$ cat config.mk
export PLATFORM = sky130hd
export DESIGN_NAME = uart_irq_hub
export DESIGN_NICKNAME = d
export VERILOG_FILES = /design/src/rtl/uart_irq_pkg.sv /design/src/rtl/uart_irq_flag.sv /design/src/rtl/uart_irq_chan.sv /design/src/rtl/uart_irq_arb.sv /design/src/rtl/uart_irq_hub.sv
export SDC_FILE = /design/constraint.sdc
export NUM_CORES = 1
export LEC_CHECK = 0
export ABC_AREA = 1
export ABC_CLOCK_PERIOD_IN_PS = 1280
export BUFFER_PORTS_ARGS = -buffer_cell sky130_fd_sc_hd__buf_2
export CAP_MARGIN = 10
export CELL_PAD_IN_SITES_DETAIL_PLACEMENT = 1
export CELL_PAD_IN_SITES_GLOBAL_PLACEMENT = 2
export CORE_MARGIN = 5
export CORE_UTILIZATION = 22
export CTS_BUF_LIST = sky130_fd_sc_hd__clkbuf_2
export DETAILED_ROUTE_END_ITERATION = 7
export PLACE_DENSITY_LB_ADDON = 0.1
export SLEW_MARGIN = 20
export SYNTH_ARGS = -nofsm -noshare
export SYNTH_HDL_FRONTEND = slang
export SYNTH_SLANG_ARGS = --single-unit
$ cat constraint.sdc
create_clock -name clk -period 1.28 [get_ports clk]
set_clock_uncertainty 0.05 [all_clocks]
set_input_delay 0.064 -clock clk [delete_from_list [all_inputs] [get_ports clk]]
set_output_delay 0.064 -clock clk [all_outputs]
set_load 0.02 [all_outputs]
$ cat src/rtl/uart_irq_pkg.sv
package uart_irq_pkg;
  localparam int SRC_PER_CH = 4;
  localparam int FLAG_CNT   = 6;

  // source order inside a channel is the priority order
  localparam int SRC_ERR = 0;
  localparam int SRC_RXF = 1;
  localparam int SRC_TXE = 2;
  localparam int SRC_TXD = 3;

  // flag slots inside a channel
  localparam int F_OVR = 0;
  localparam int F_PAR = 1;
  localparam int F_FRM = 2;
  localparam int F_RXF = 3;
  localparam int F_TXE = 4;
  localparam int F_TXD = 5;
endpackage

$ cat src/rtl/uart_irq_flag.sv
module uart_irq_flag (
  input  logic clk,
  input  logic rst,
  input  logic set_p,
  input  logic clr_p,
  input  logic ack_p,
  output logic nxt,
  output logic q
);
  // a set always wins over either kind of clear
  always_comb nxt = set_p | (q & ~clr_p & ~ack_p);

  always_ff @(posedge clk) begin
    if (rst) q <= 1'b0;
    else     q <= nxt;
  end
endmodule

$ cat src/rtl/uart_irq_chan.sv
module uart_irq_chan
  import uart_irq_pkg::*;
(
  input  logic                  clk,
  input  logic                  rst,
  input  logic [FLAG_CNT-1:0]   set_v,
  input  logic [FLAG_CNT-1:0]   clr_v,
  input  logic                  en_rx,
  input  logic                  en_txe,
  input  logic                  en_txd,
  input  logic                  rxf_ack,
  input  logic                  txe_ack,
  output logic [FLAG_CNT-1:0]   flg,
  output logic [SRC_PER_CH-1:0] pend_nxt,
  output logic [SRC_PER_CH-1:0] irq,
  output logic                  rxf_req,
  output logic                  txe_req
);
  logic [FLAG_CNT-1:0] ack_v;
  logic [FLAG_CNT-1:0] fn;

  // acks only count while the matching request is up
  always_comb begin
    ack_v        = '0;
    ack_v[F_RXF] = rxf_ack & rxf_req;
    ack_v[F_TXE] = txe_ack & txe_req;
  end

  for (genvar f = 0; f < FLAG_CNT; f++) begin : g_flag
    uart_irq_flag u_flag (
      .clk  (clk),
      .rst  (rst),
      .set_p(set_v[f]),
      .clr_p(clr_v[f]),
      .ack_p(ack_v[f]),
      .nxt  (fn[f]),
      .q    (flg[f])
    );
  end

  always_comb begin
    pend_nxt          = '0;
    pend_nxt[SRC_ERR] = (fn[F_OVR] | fn[F_PAR] | fn[F_FRM]) & en_rx;
    pend_nxt[SRC_RXF] = fn[F_RXF] & en_rx;
    pend_nxt[SRC_TXE] = fn[F_TXE] & en_txe;
    pend_nxt[SRC_TXD] = fn[F_TXD] & en_txd;
  end

  always_ff @(posedge clk) begin
    if (rst) begin
      irq     <= '0;
      rxf_req <= 1'b0;
      txe_req <= 1'b0;
    end else begin
      irq     <= pend_nxt;
      rxf_req <= pend_nxt[SRC_RXF];
      txe_req <= pend_nxt[SRC_TXE];
    end
  end
endmodule

$ cat src/rtl/uart_irq_arb.sv
module uart_irq_arb #(
  parameter int N = 12,
  parameter int W = $clog2(N)
) (
  input  logic         clk,
  input  logic         rst,
  input  logic [N-1:0] pend,
  output logic         vld,
  output logic [W-1:0] vec
);
  logic [W-1:0] win;

  // lowest index pending wins
  always_comb begin
    win = '0;
    for (int i = N - 1; i >= 0; i--) begin
      if (pend[i]) win = W'(i);
    end
  end

  always_ff @(posedge clk) begin
    if (rst) begin
      vld <= 1'b0;
      vec <= '0;
    end else begin
      vld <= |pend;
      vec <= win;
    end
  end
endmodule

$ cat src/rtl/uart_irq_hub.sv
module uart_irq_hub
  import uart_irq_pkg::*;
#(
  parameter int NCH = 3
) (
  input  logic                          clk,
  input  logic                          rst,
  input  logic [NCH-1:0]                set_ovr,
  input  logic [NCH-1:0]                set_par,
  input  logic [NCH-1:0]                set_frm,
  input  logic [NCH-1:0]                set_rxf,
  input  logic [NCH-1:0]                set_txe,
  input  logic [NCH-1:0]                set_txd,
  input  logic [NCH-1:0]                clr_ovr,
  input  logic [NCH-1:0]                clr_par,
  input  logic [NCH-1:0]                clr_frm,
  input  logic [NCH-1:0]                clr_rxf,
  input  logic [NCH-1:0]                clr_txe,
  input  logic [NCH-1:0]                clr_txd,
  input  logic [NCH-1:0]                en_rx,
  input  logic [NCH-1:0]                en_txe,
  input  logic [NCH-1:0]                en_txd,
  input  logic [NCH-1:0]                rxf_ack,
  input  logic [NCH-1:0]                txe_ack,
  output logic [NCH-1:0]                flg_ovr,
  output logic [NCH-1:0]                flg_par,
  output logic [NCH-1:0]                flg_frm,
  output logic [NCH-1:0]                flg_rxf,
  output logic [NCH-1:0]                flg_txe,
  output logic [NCH-1:0]                flg_txd,
  output logic [NCH-1:0]                irq_err,
  output logic [NCH-1:0]                irq_rxf,
  output logic [NCH-1:0]                irq_txe,
  output logic [NCH-1:0]                irq_txd,
  output logic [NCH-1:0]                rxf_req,
  output logic [NCH-1:0]                txe_req,
  output logic                          irq_valid,
  output logic [$clog2(NCH*4)-1:0]      irq_vec
);
  localparam int NSRC  = NCH * SRC_PER_CH;
  localparam int VEC_W = $clog2(NSRC);

  logic [NSRC-1:0] pend_all;

  for (genvar c = 0; c < NCH; c++) begin : g_ch
    logic [FLAG_CNT-1:0]   set_v, clr_v, flg;
    logic [SRC_PER_CH-1:0] pn, irq;

    assign set_v = {set_txd[c], set_txe[c], set_rxf[c], set_frm[c], set_par[c], set_ovr[c]};
    assign clr_v = {clr_txd[c], clr_txe[c], clr_rxf[c], clr_frm[c], clr_par[c], clr_ovr[c]};

    uart_irq_chan u_chan (
      .clk     (clk),
      .rst     (rst),
      .set_v   (set_v),
      .clr_v   (clr_v),
      .en_rx   (en_rx[c]),
      .en_txe  (en_txe[c]),
      .en_txd  (en_txd[c]),
      .rxf_ack (rxf_ack[c]),
      .txe_ack (txe_ack[c]),
      .flg     (flg),
      .pend_nxt(pn),
      .irq     (irq),
      .rxf_req (rxf_req[c]),
      .txe_req (txe_req[c])
    );

    assign pend_all[c*SRC_PER_CH +: SRC_PER_CH] = pn;

    assign flg_ovr[c] = flg[F_OVR];
    assign flg_par[c] = flg[F_PAR];
    assign flg_frm[c] = flg[F_FRM];
    assign flg_rxf[c] = flg[F_RXF];
    assign flg_txe[c] = flg[F_TXE];
    assign flg_txd[c] = flg[F_TXD];
    assign irq_err[c] = irq[SRC_ERR];
    assign irq_rxf[c] = irq[SRC_RXF];
    assign irq_txe[c] = irq[SRC_TXE];
    assign irq_txd[c] = irq[SRC_TXD];
  end

  uart_irq_arb #(.N(NSRC), .W(VEC_W)) u_arb (
    .clk (clk),
    .rst (rst),
    .pend(pend_all),
    .vld (irq_valid),
    .vec (irq_vec)
  );
endmodule

==> summary.md, run 1 <==
| Metric | Value |
|---|---|
| Final std cell area, no fill | `2540 sq um` |
| Data required time of the critical path | `1.55 ns` |
| Final Setup Violations | `3` |
| CTS tree | `yes` |
| Antenna cells | `0` |
| Initial antenna violation count | `0` |
| Met1 Use GR | `11.8%` |
| Period utilisation layout | `101%` |
| Crit path DAT | `1.57 ns` |
| Hold WC Path Type | `in -> reg` |
| Pre-Repair DR Iteration Count | `4` |
| Final worst path period need | `1.30 ns` |
| Die Footprint | `8650 sq um` |
| Worst setup margin | `-0.0170 ns` |
| Netlist cell types | `20` |
| Max Cap Viol | `0` |
| Share of post-route cells with drive strength above 1 | `43.6%` |
| Pwr Density | `896 nW/um^2` |
| Final #Nets | `383` |
| DR iter-0 viols | `8` |
| Pin count of the biggest net entering global routing | `17` |
| Run status | `finished, violations left` |
| Worst VDD drop | `0.286 mV` |
| Net Count, Synth | `254` |
| Async S/R FF share, synth | `0%` |
| Synth area leader | `dfxtp_1` |
| Io pins | `94` |
| Post-route ant nets | `0` |
| CTS max path bufs | `2` |
| Mean Syn Cell Area | `7.54 sq um` |
| Syn Inst Count | `201` |
| Failing checks | `hold timing, setup timing` |
| Vias in the first global route | `1793` |
| Placer Congestion | `0.679` |
| Crit-path max FO | `2` |
| Register area share after synthesis | `46.2%` |
| # port buffers | `93` |
| Vias | `1613` |
| Synth Flop Type | `dfxtp_1` |
| Total Wirelength | `4740 um` |
| Total core area | `6760 sq um` |
| DR DRC count | `0` |
| Drt wl/cell | `11.6 um` |
| Cell row count | `30` |
| Num CTS Buffers | `5` |
| Final hold violations | `1` |
| Crit. End Element | `flop` |
| Flops & latches, synth | `35` |
| Area delta synth->final | `67.9%` |
| Die Ht | `93.0 um` |
| DP Area | `1920 sq um` |
| Root Driver | `clkbuf_2` |
| Critical path startpoint category | `input pin` |
| DP HPWL | `3350 um` |
| Initial core utilization | `22.4%` |
| Vias per Instance | `3.93` |
| CTS H-tree depth | `2` |
| Pre-CTS WS | `-0.0938 ns` |
| CTS Hold Bufs | `50` |
| Worst slew margin | `79.3%` |
| Count leader, synth | `nor2_1` |
| Die Wd | `93.0 um` |
| GRT overflow | `0` |
| Share of the synthesized area in the top cell type | `46.2%` |
| Max-slew violation count | `0` |
| Met2 usage | `21.5%` |
| Cell area after synthesis | `1520 sq um` |
| Leak Pwr | `0.00139 uW` |
| First-pass GRT wire length | `7870 um` |
| Top cells by area, synth | `dfxtp_1 46%, buf_4 15%, nor2_1 9.4%` |
| RSZ-0062 raised after global routing | `true` |
| Busiest layer in global routing | `met2` |
| Worst slew pin tran | `0.310 ns` |
| CP Class | `in -> reg` |
| Worst skew pair latency | `0.36 ns` |
| Reg clk slew, reported paths | `0.18 ns` |
| Maximum clock rate | `771 MHz` |
| EDFF count, synth | `0` |
| GR Util All Layers | `11.5%` |
| Total clock sinks | `35` |
| Final hold slack | `-0.0842 ns` |
| Total Power | `2280 uW` |
| Top post-synthesis cells by count | `38 x nor2_1, 35 x dfxtp_1, 30 x buf_4` |
| Met3 GRT Util | `4.51%` |
| Yosys warnings | `0` |
-- cell type report --
type / instances / area (sq um)
fill: 854 / 4210
tap: 80 / 100
inverter: 35 / 131
sequential: 35 / 709
clock inverter: 2 / 8.76
clock buffer: 5 / 25.0
timing repair buffer: 156 / 1070
multi-input combinational: 97 / 495
-- registers in the layout (all words and copies together) (netlist names) --
| name | cells |
|---|---|
| u_arb.vec | 4 |
| g_ch.u_chan.irq | 12 |
| u_arb.vld | 1 |
| g_ch.u_chan.g_flag.u_flag.q | 18 |
-- metrics by stage --
stage	hold WS, ns	utilization (%)	setup TNS, ns	instances
global route	-0.118	37.6	-0.749	410
floorplan	0.130	-	0	201
finish	-0.0842	37.6	-0.0282	410
detailed placement	0.242	28.5	-0.105	351
global placement	0.238	28.5	-0.0726	351
CTS	-0.111	37.1	-0.120	410
-- cell usage in the layout (no fill, tap or decap), drive strengths merged, types with 4 or more instances in the layout --
master,instances
buf,106
dlygate4sd3,46
nand2,26
a21oi,16
dlymetal6s4s,4
a31oi,6
inv,32
nor2,39
clkinv,5
dfxtp,35
nand3,4
clkbuf,5
-- worst max-delay path: stages --
cell and delay, ns:
dlygate4sd3_1 0.55, buf_2 0.12, inv_1 0.06, a21oi_2 0.07
nor2_2 0.12, nand2_2 0.07, nand2_1 0.05, nand2_1 0.05
nand2_1 0.05, nand2_1 0.04, nand2_1 0.05, nand2_1 0.06
nand2_1 0.06, nand2_1 0.06, a21oi_2 0.10
-- power by group --
part	internal (uW)	switching, uW	total [uW]
Combinational	305	301	606
Sequential	1160	30.2	1190
Clock	116	370	486
Total	1580	701	2280
-- cell families (layout without fill, tap and decap cells) --
family | Yosys count | count (layout) | synth area share (%)
buffers and inverters | 69 | 198 | 24.5
AND/OR/NAND/NOR | 73 | 73 | 19.7
flip-flops | 35 | 35 | 46.2
AO/OA/AOI/OAI | 24 | 24 | 9.58
-- layer usage --
layer | wire [um] | up-vias
li1 | - | 831
met1 | 1930 | 720
met2 | 2360 | 56
met3 | 396 | 6
met4 | 57 | 0
met5 | 0 | -
-- worst paths after layout --
kind                                                       end  slack, ns                                    startpoint  cells after the start
hold / removal    g_ch[2].u_chan.g_flag[4].u_flag.q$_SDFF_PP0_      -0.08                                    clr_txe[2]                      4
setup reg to reg                       u_arb.vec[0]$_SDFF_PP0_      -0.01              g_ch[2].u_chan.irq[2]$_SDFF_PP0_                     14
hold reg to reg   g_ch[2].u_chan.g_flag[4].u_flag.q$_SDFF_PP0_       0.46  g_ch[2].u_chan.g_flag[4].u_flag.q$_SDFF_PP0_                      2
setup / recovery                       u_arb.vec[0]$_SDFF_PP0_      -0.02                                    clr_txd[2]                     15
-- what timing repair did --
| action | in CTS | in global routing |
|---|---|---|
| pin swaps | 4 | 1 |
| endpoints found under the hold margin | 28 | 1 |
| endpoints found under the setup margin | 5 | 9 |
| buffers inserted | 2 | 0 |
| gates resized for setup | 11 | 13 |
(Power assumes the default switching activity.)
==> inputs of run 2 (changes only) <==
==> constraint.sdc (replaced) <==
create_clock -name clk -period 1.28 [get_ports clk]
set_clock_uncertainty 0.05 [all_clocks]
set_input_delay 0.128 -clock clk [delete_from_list [all_inputs] [get_ports clk]]
set_output_delay 0.128 -clock clk [all_outputs]
set_load 0.02 [all_outputs]
==> summary.md, run 2 (synthesis results as in run 1) <==
| Metric | Value |
|---|---|
| Placed cells | `352 (was 351)` |
| Reg clk slew, reported paths | `0.20 ns (was 0.18 ns)` |
| Area delta synth->final | `72.9% (was 67.9%)` |
| Crit-path cells | `nand2_2 -> a31oi_4 -> nor2_2 -> nor2_2 -> nand3_1 -> nor2_1 -> o21ai_1 (was dlygate4sd3_1 -> buf_2 -> inv_1 -> a21oi_2 -> nor2_2 -> nand2_2 -> nand2_1 -> nand2_1 -> nand2_1 -> nand2_1 -> nand2_1 -> nand2_1 -> nand2_1 -> nand2_1 -> a21oi_2)` |
| Share of post-route cells with drive strength above 1 | `52.0% (was 43.6%)` |
| GRT overflow | `0 (unchanged)` |
| FILL cells | `834 (was 854)` |
| Final hold violations | `1 (unchanged)` |
| Crit path DAT | `1.54 ns (was 1.57 ns)` |
| Critical Path Most Common Cell | `nor2_2 (was nand2_1)` |
| Critical path startpoint category | `flop (was input pin)` |
| Largest regs | `g_ch.u_chan.g_flag.u_flag.q x18, g_ch.u_chan.irq x12, u_arb.vec x4 (unchanged)` |
| Data required time of the critical path | `1.54 ns (was 1.55 ns)` |
| Worst r2r src | `g_ch[0].u_chan.irq[2]$_SDFF_PP0_ (was g_ch[2].u_chan.irq[2]$_SDFF_PP0_)` |
| Vias per Instance | `3.96 (was 3.93)` |
| Total Power | `2370 uW (was 2280 uW)` |
| Number of flip-flops in the largest register | `18 (unchanged)` |
| First-pass GRT wire length | `7980 um (was 7870 um)` |
| CTS tree | `yes (unchanged)` |
| CTS H-tree depth | `2 (unchanged)` |
| Worst slew margin | `78.1% (was 79.3%)` |
| Maximum clock rate | `778 MHz (was 771 MHz)` |
| Initial antenna violation count | `0 (unchanged)` |
| Vias in the first global route | `1810 (was 1793)` |
| Leak Pwr | `0.00139 uW (about the same)` |
| Die Footprint | `8650 sq um (unchanged)` |
| CP startpoint | `g_ch[0].u_chan.irq[2]$_SDFF_PP0_ (was clr_txd[2])` |
| Hold_sp | `clr_rxf[2] (was clr_txe[2])` |
| Num CTS Buffers | `5 (unchanged)` |
| Crit. End Element | `flop (unchanged)` |
| CTS Hold Bufs | `41 (was 50)` |
| Total clock sinks | `35 (unchanged)` |
| Crit path largest cell delay | `0.37 ns (was 0.55 ns)` |
| Vias | `1635 (was 1613)` |
| CTS max path bufs | `2 (unchanged)` |
| Final hold slack | `-0.0361 ns (was -0.0842 ns)` |
| Placer Congestion | `0.669 (was 0.679)` |
| Final #Nets | `385 (was 383)` |
| Initial core utilization | `22.4% (unchanged)` |
| Most common cell after layout, fill and taps aside | `buf_2 (unchanged)` |
| Hold WC Path Type | `in -> reg (unchanged)` |
| Crit-path max FO | `3 (was 2)` |
| CP Class | `reg -> reg (was in -> reg)` |
| Io pins | `94 (unchanged)` |
| RSZ-0062 raised after global routing | `true (unchanged)` |
| DP HPWL | `3380 um (was 3350 um)` |
| Worst skew pair latency | `0.39 ns (was 0.36 ns)` |
| DR iter-0 viols | `17 (was 8)` |
| Root Driver | `clkbuf_2 (unchanged)` |
| Failing checks | `hold timing, setup timing (unchanged)` |
| Pre-Repair DR Iteration Count | `2 (was 4)` |
| Final Setup Violations | `3 (unchanged)` |
| Most frequent cells in the layout | `93 x buf_2, 39 x dlygate4sd3_1, 35 x nor2_1, 27 x inv_1, 25 x dfxtp_1 (was 93 x buf_2, 46 x dlygate4sd3_1, 38 x nor2_1, 28 x dfxtp_1, 27 x inv_1)` |
| Max-slew violation count | `0 (unchanged)` |
| Final Instance Count excl. Fillers | `413 (was 410)` |
| Period utilisation layout | `100% (was 101%)` |
| Max Cap Viol | `0 (unchanged)` |
| Total Wirelength | `4940 um (was 4740 um)` |
| Final worst path period need | `1.28 ns (was 1.30 ns)` |
| GR Util All Layers | `11.6% (was 11.5%)` |
| # port buffers | `93 (unchanged)` |
| Pwr Density | `905 nW/um^2 (was 896 nW/um^2)` |
| Pin count of the biggest net entering global routing | `17 (unchanged)` |
| Worst path slowest cell | `dfxtp_2 (was dlygate4sd3_1)` |
| Cell row count | `30 (unchanged)` |
| Worst slew pin tran | `0.328 ns (was 0.310 ns)` |
| DR DRC count | `0 (unchanged)` |
| Worst setup margin | `-0.00495 ns (was -0.0170 ns)` |
| Die Wd | `93.0 um (unchanged)` |
| Drt wl/cell | `12.0 um (was 11.6 um)` |
| Total core area | `6760 sq um (unchanged)` |
| Worst VDD drop | `0.286 mV (about the same)` |
| Die Ht | `93.0 um (unchanged)` |
| Top reg by flops | `g_ch.u_chan.g_flag.u_flag.q (unchanged)` |
| Post-route ant nets | `0 (unchanged)` |
| Run status | `finished, violations left (unchanged)` |
| Antenna cells | `0 (unchanged)` |
==> run 2: worst paths after layout <==
path                                             endpoint  slack [ns]  cells past startpoint
max                                  u_arb.vld$_SDFF_PP0_      -0.005                      7
min          g_ch[2].u_chan.g_flag[3].u_flag.q$_SDFF_PP0_       -0.04                      3
max reg2reg                          u_arb.vld$_SDFF_PP0_      -0.005                      7
min reg2reg  g_ch[0].u_chan.g_flag[2].u_flag.q$_SDFF_PP0_        0.47                      2
==> run 2: worst max-delay path: cells and delay by family (launching register included) <==
family / cells / cell delay (ns)
DFF: 1 / 0.37
AOI/OAI and AO/OA: 2 / 0.23
and+or+nand+nor: 5 / 0.56
==> run 2: timing repair <==
action / 4_1_cts / 5_1_grt
buffers inserted: 11 / 1
endpoints found under the hold margin: 26 / 1
resized for setup: 14 / 26
endpoints found under the setup margin: 3 / 11
pin swaps: 11 / 6
==> run 2: power breakdown <==
group | leakage (uW) | internal, uW | switching, uW
sequential | 0.000294 | 1160 | 35.2
combinational | 0.00107 | 319 | 318
clock | 0.0000250 | 129 | 410
total | 0.00139 | 1610 | 763
==> run 2: through the flow <==
stage	setup WS (ns)	setup TNS, ns	instance area (sq um)	util [%]	hold WS (ns)
2_1_floorplan	0.109	0	1520	-	0.194
3_3_place_gp	-0.0731	-0.0731	1930	28.6	0.302
3_5_place_dp	-0.0808	-0.122	1930	28.6	0.308
4_1_cts	-0.0471	-0.0856	2510	37.2	-0.0775
5_1_grt	-0.173	-0.531	2620	38.8	-0.0713
6_report	-0.00495	-0.0110	2620	38.8	-0.0361
==> run 2: final cells by class <==
type                            instances  area (sq um)  share of cell area, %
Inverter                               35           131                   5.01
Clock inverter                          3          20.0                  0.764
Timing Repair Buffer                  158          1060                   40.5
Tap cell                               80           100                   3.82
Sequential cell                        35           713                   27.2
Clock buffer                            5          25.0                  0.955
Multi-Input combinational cell         97           569                   21.7
==> run 2: layer usage <==
layer  wire length [um]  GRT usage, %  vias up
met1               1990          12.0      732
met3                381          4.51        7
li1                   -             -      837
met4                 63          3.66        0
met5                  0             0        -
met2               2500          21.4       59
==> inputs of run 3 (changes only) <==
PLACE_DENSITY_LB_ADDON = 0.15   (was 0.1)
==> summary.md, run 3 (synthesis results as in run 1) <==
| Metric | Value |
|---|---|
| Top delay family on crit path | `simple AND/OR/NAND/NOR gates (unchanged)` |
| Total Power | `2270 uW (was 2370 uW)` |
| CP bufs+invs | `0 (unchanged)` |
| CTS H-tree depth | `2 (unchanged)` |
| Reg clk slew, reported paths | `0.19 ns (was 0.20 ns)` |
| Most frequent cells in the layout | `92 x buf_2, 37 x nor2_1, 27 x inv_1, 27 x dfxtp_1, 25 x dlygate4sd3_1 (was 93 x buf_2, 39 x dlygate4sd3_1, 35 x nor2_1, 27 x inv_1, 25 x dfxtp_1)` |
| Maximum clock rate | `770 MHz (was 778 MHz)` |
| Crit path largest cell delay | `0.36 ns (was 0.37 ns)` |
| Worst path slowest cell | `dfxtp_2 (unchanged)` |
| CP Class | `reg -> reg (unchanged)` |
| Pwr Density | `934 nW/um^2 (was 905 nW/um^2)` |
| DR iter-0 viols | `15 (was 17)` |
| GRT overflow | `0 (unchanged)` |
| Critical path startpoint category | `flop (unchanged)` |
| Num CTS Buffers | `5 (unchanged)` |
| Root Driver | `clkbuf_2 (unchanged)` |
| Number of flip-flops in the largest register | `18 (unchanged)` |
| Die Ht | `93.0 um (unchanged)` |
| Total core area | `6760 sq um (unchanged)` |
| Initial antenna violation count | `0 (unchanged)` |
| Worst slew margin | `75.8% (was 78.1%)` |
| Pre-Repair DR Iteration Count | `3 (was 2)` |
| Most common cell after layout, fill and taps aside | `buf_2 (unchanged)` |
| Final worst path period need | `1.30 ns (was 1.28 ns)` |
| Failing checks | `hold timing, setup timing (unchanged)` |
| Die Wd | `93.0 um (unchanged)` |
| Worst skew pair latency | `0.37 ns (was 0.39 ns)` |
| Max-slew violation count | `0 (unchanged)` |
| Die Footprint | `8650 sq um (unchanged)` |
| First-pass GRT wire length | `7170 um (was 7980 um)` |
| Hold WC Path Type | `in -> reg (unchanged)` |
| Worst VDD drop | `0.294 mV (was 0.286 mV)` |
| # port buffers | `93 (unchanged)` |
| Setup TNS | `-0.0185 ns (was -0.0110 ns)` |
| Top reg by flops | `g_ch.u_chan.g_flag.u_flag.q (unchanged)` |
| Period utilisation layout | `101% (was 100%)` |
| Area delta synth->final | `60.0% (was 72.9%)` |
| Post-route ant nets | `0 (unchanged)` |
| Largest regs | `g_ch.u_chan.g_flag.u_flag.q x18, g_ch.u_chan.irq x12, u_arb.vec x4 (unchanged)` |
| Max Cap Viol | `0 (unchanged)` |
| Antenna cells | `0 (unchanged)` |
| Worst setup margin | `-0.0185 ns (was -0.00495 ns)` |
| Cell row count | `30 (unchanged)` |
| Data required time of the critical path | `1.56 ns (was 1.54 ns)` |
| Final #Nets | `368 (was 385)` |
| Initial core utilization | `22.4% (unchanged)` |
| Total clock sinks | `35 (unchanged)` |
| Critical Path Most Common Cell | `nand2_1 (was nor2_2)` |
| DR DRC count | `0 (unchanged)` |
| Placer Congestion | `0.683 (was 0.669)` |
| Vias per Instance | `3.93 (was 3.96)` |
| Final Setup Violations | `1 (was 3)` |
| Final hold slack | `-0.0162 ns (was -0.0361 ns)` |
| Worst slew pin tran | `0.364 ns (was 0.328 ns)` |
| Total Wirelength | `4500 um (was 4940 um)` |
| GR Util All Layers | `10.5% (was 11.6%)` |
| Drt wl/cell | `11.4 um (was 12.0 um)` |
| Leak Pwr | `0.00133 uW (was 0.00139 uW)` |
| Final hold violations | `2 (was 1)` |
| Vias in the first global route | `1661 (was 1810)` |
| Pin count of the biggest net entering global routing | `20 (was 17)` |
| CTS max path bufs | `2 (unchanged)` |
| CTS tree | `yes (unchanged)` |
| DP HPWL | `3480 um (was 3380 um)` |
| Crit-path max FO | `4 (was 3)` |
| Crit. End Element | `flop (unchanged)` |
| Crit-path cells | `a21oi_2 -> nand3_1 -> nand2_2 -> nand2_1 -> nand2_1 -> nand2_1 -> nand2_2 -> nand2_2 -> nand2_1 -> nand2_1 -> a21oi_2 (was nand2_2 -> a31oi_4 -> nor2_2 -> nor2_2 -> nand3_1 -> nor2_1 -> o21ai_1)` |
| Vias | `1554 (was 1635)` |
| Share of post-route cells with drive strength above 1 | `51.1% (was 52.0%)` |
| Run status | `finished, violations left (unchanged)` |
| Crit path DAT | `1.58 ns (was 1.54 ns)` |
| RSZ-0062 raised after global routing | `true (unchanged)` |
| Io pins | `94 (unchanged)` |
[run 3: changes by cell type in the layout (fill, tap and decap cells not counted), sizes merged]
| cell | previous run | this run |
|---|---|---|
| dlygate4sd3 | 39 | 25 |
| buf | 117 | 113 |
| clkinvlp | 2 | 0 |
| clkinv | 4 | 5 |
| dlymetal6s4s | 2 | 3 |
[run 3: report_power, final]
group	switching [uW]	internal [uW]	leakage, uW	total [uW]
Clock	368	116	0.0000262	484
Sequential	33.3	1160	0.000293	1190
Combinational	304	286	0.00101	590
Total	706	1560	0.00133	2270
[run 3: per-stage QoR]
stage / area, sq um / std cells / setup slack, ns / utilization [%]
after global routing: 2420 / 395 / -0.166 / 35.9
after global placement: 1970 / 357 / -0.0784 / 29.1
after detailed placement: 1970 / 357 / -0.102 / 29.1
final: 2420 / 395 / -0.0185 / 35.9
after floorplan: 1520 / 201 / 0.109 / -
after CTS: 2360 / 396 / -0.0696 / 34.9
[run 3: cell type report]
type | instances | area (sq um)
clock buffer | 5 | 25.0
multi-input combinational | 97 | 539
tap | 80 | 100
sequential | 35 | 711
timing repair buffer | 141 | 910
clock inverter | 2 | 8.76
fill | 863 | 4330
inverter | 35 | 131
[run 3: final timing paths]
path	from	endpoint	slack (ns)	depth (start not counted)
min reg2reg	g_ch[2].u_chan.g_flag[4].u_flag.q$_SDFF_PP0_	g_ch[2].u_chan.g_flag[4].u_flag.q$_SDFF_PP0_	0.45	2
max	g_ch[2].u_chan.g_flag[2].u_flag.q$_SDFF_PP0_	u_arb.vec[0]$_SDFF_PP0_	-0.02	11
min	clr_txe[2]	g_ch[2].u_chan.g_flag[4].u_flag.q$_SDFF_PP0_	-0.02	4
max reg2reg	g_ch[2].u_chan.g_flag[2].u_flag.q$_SDFF_PP0_	u_arb.vec[0]$_SDFF_PP0_	-0.02	11
[run 3: repair_timing]
action                                  CTS  global route
hold buffers                             29             1
pin swaps                                 6             6
buffers inserted                          3             0
endpoints found under the hold margin    22             4
endpoints found under the setup margin    4            12
gates resized for setup                  15            21
[run 3: tightest hold or removal path, delay by kind of cell]
family	cells	cell delay (ns)
AO/OA/AOI/OAI	1	0.05
AND/OR/NAND/NOR	1	0.07
buffers and inverters	2	0.11
[run 3: metal layers]
layer  global-route usage, %  vias to the layer above  part of all wire, %
li1                        -                      801                    -
met5                       0                        -                    0
met1                    10.3                      696                   38
met3                    4.59                        4                  9.1
met2                    19.6                       53                   52
met4                    3.30                        0                 0.85
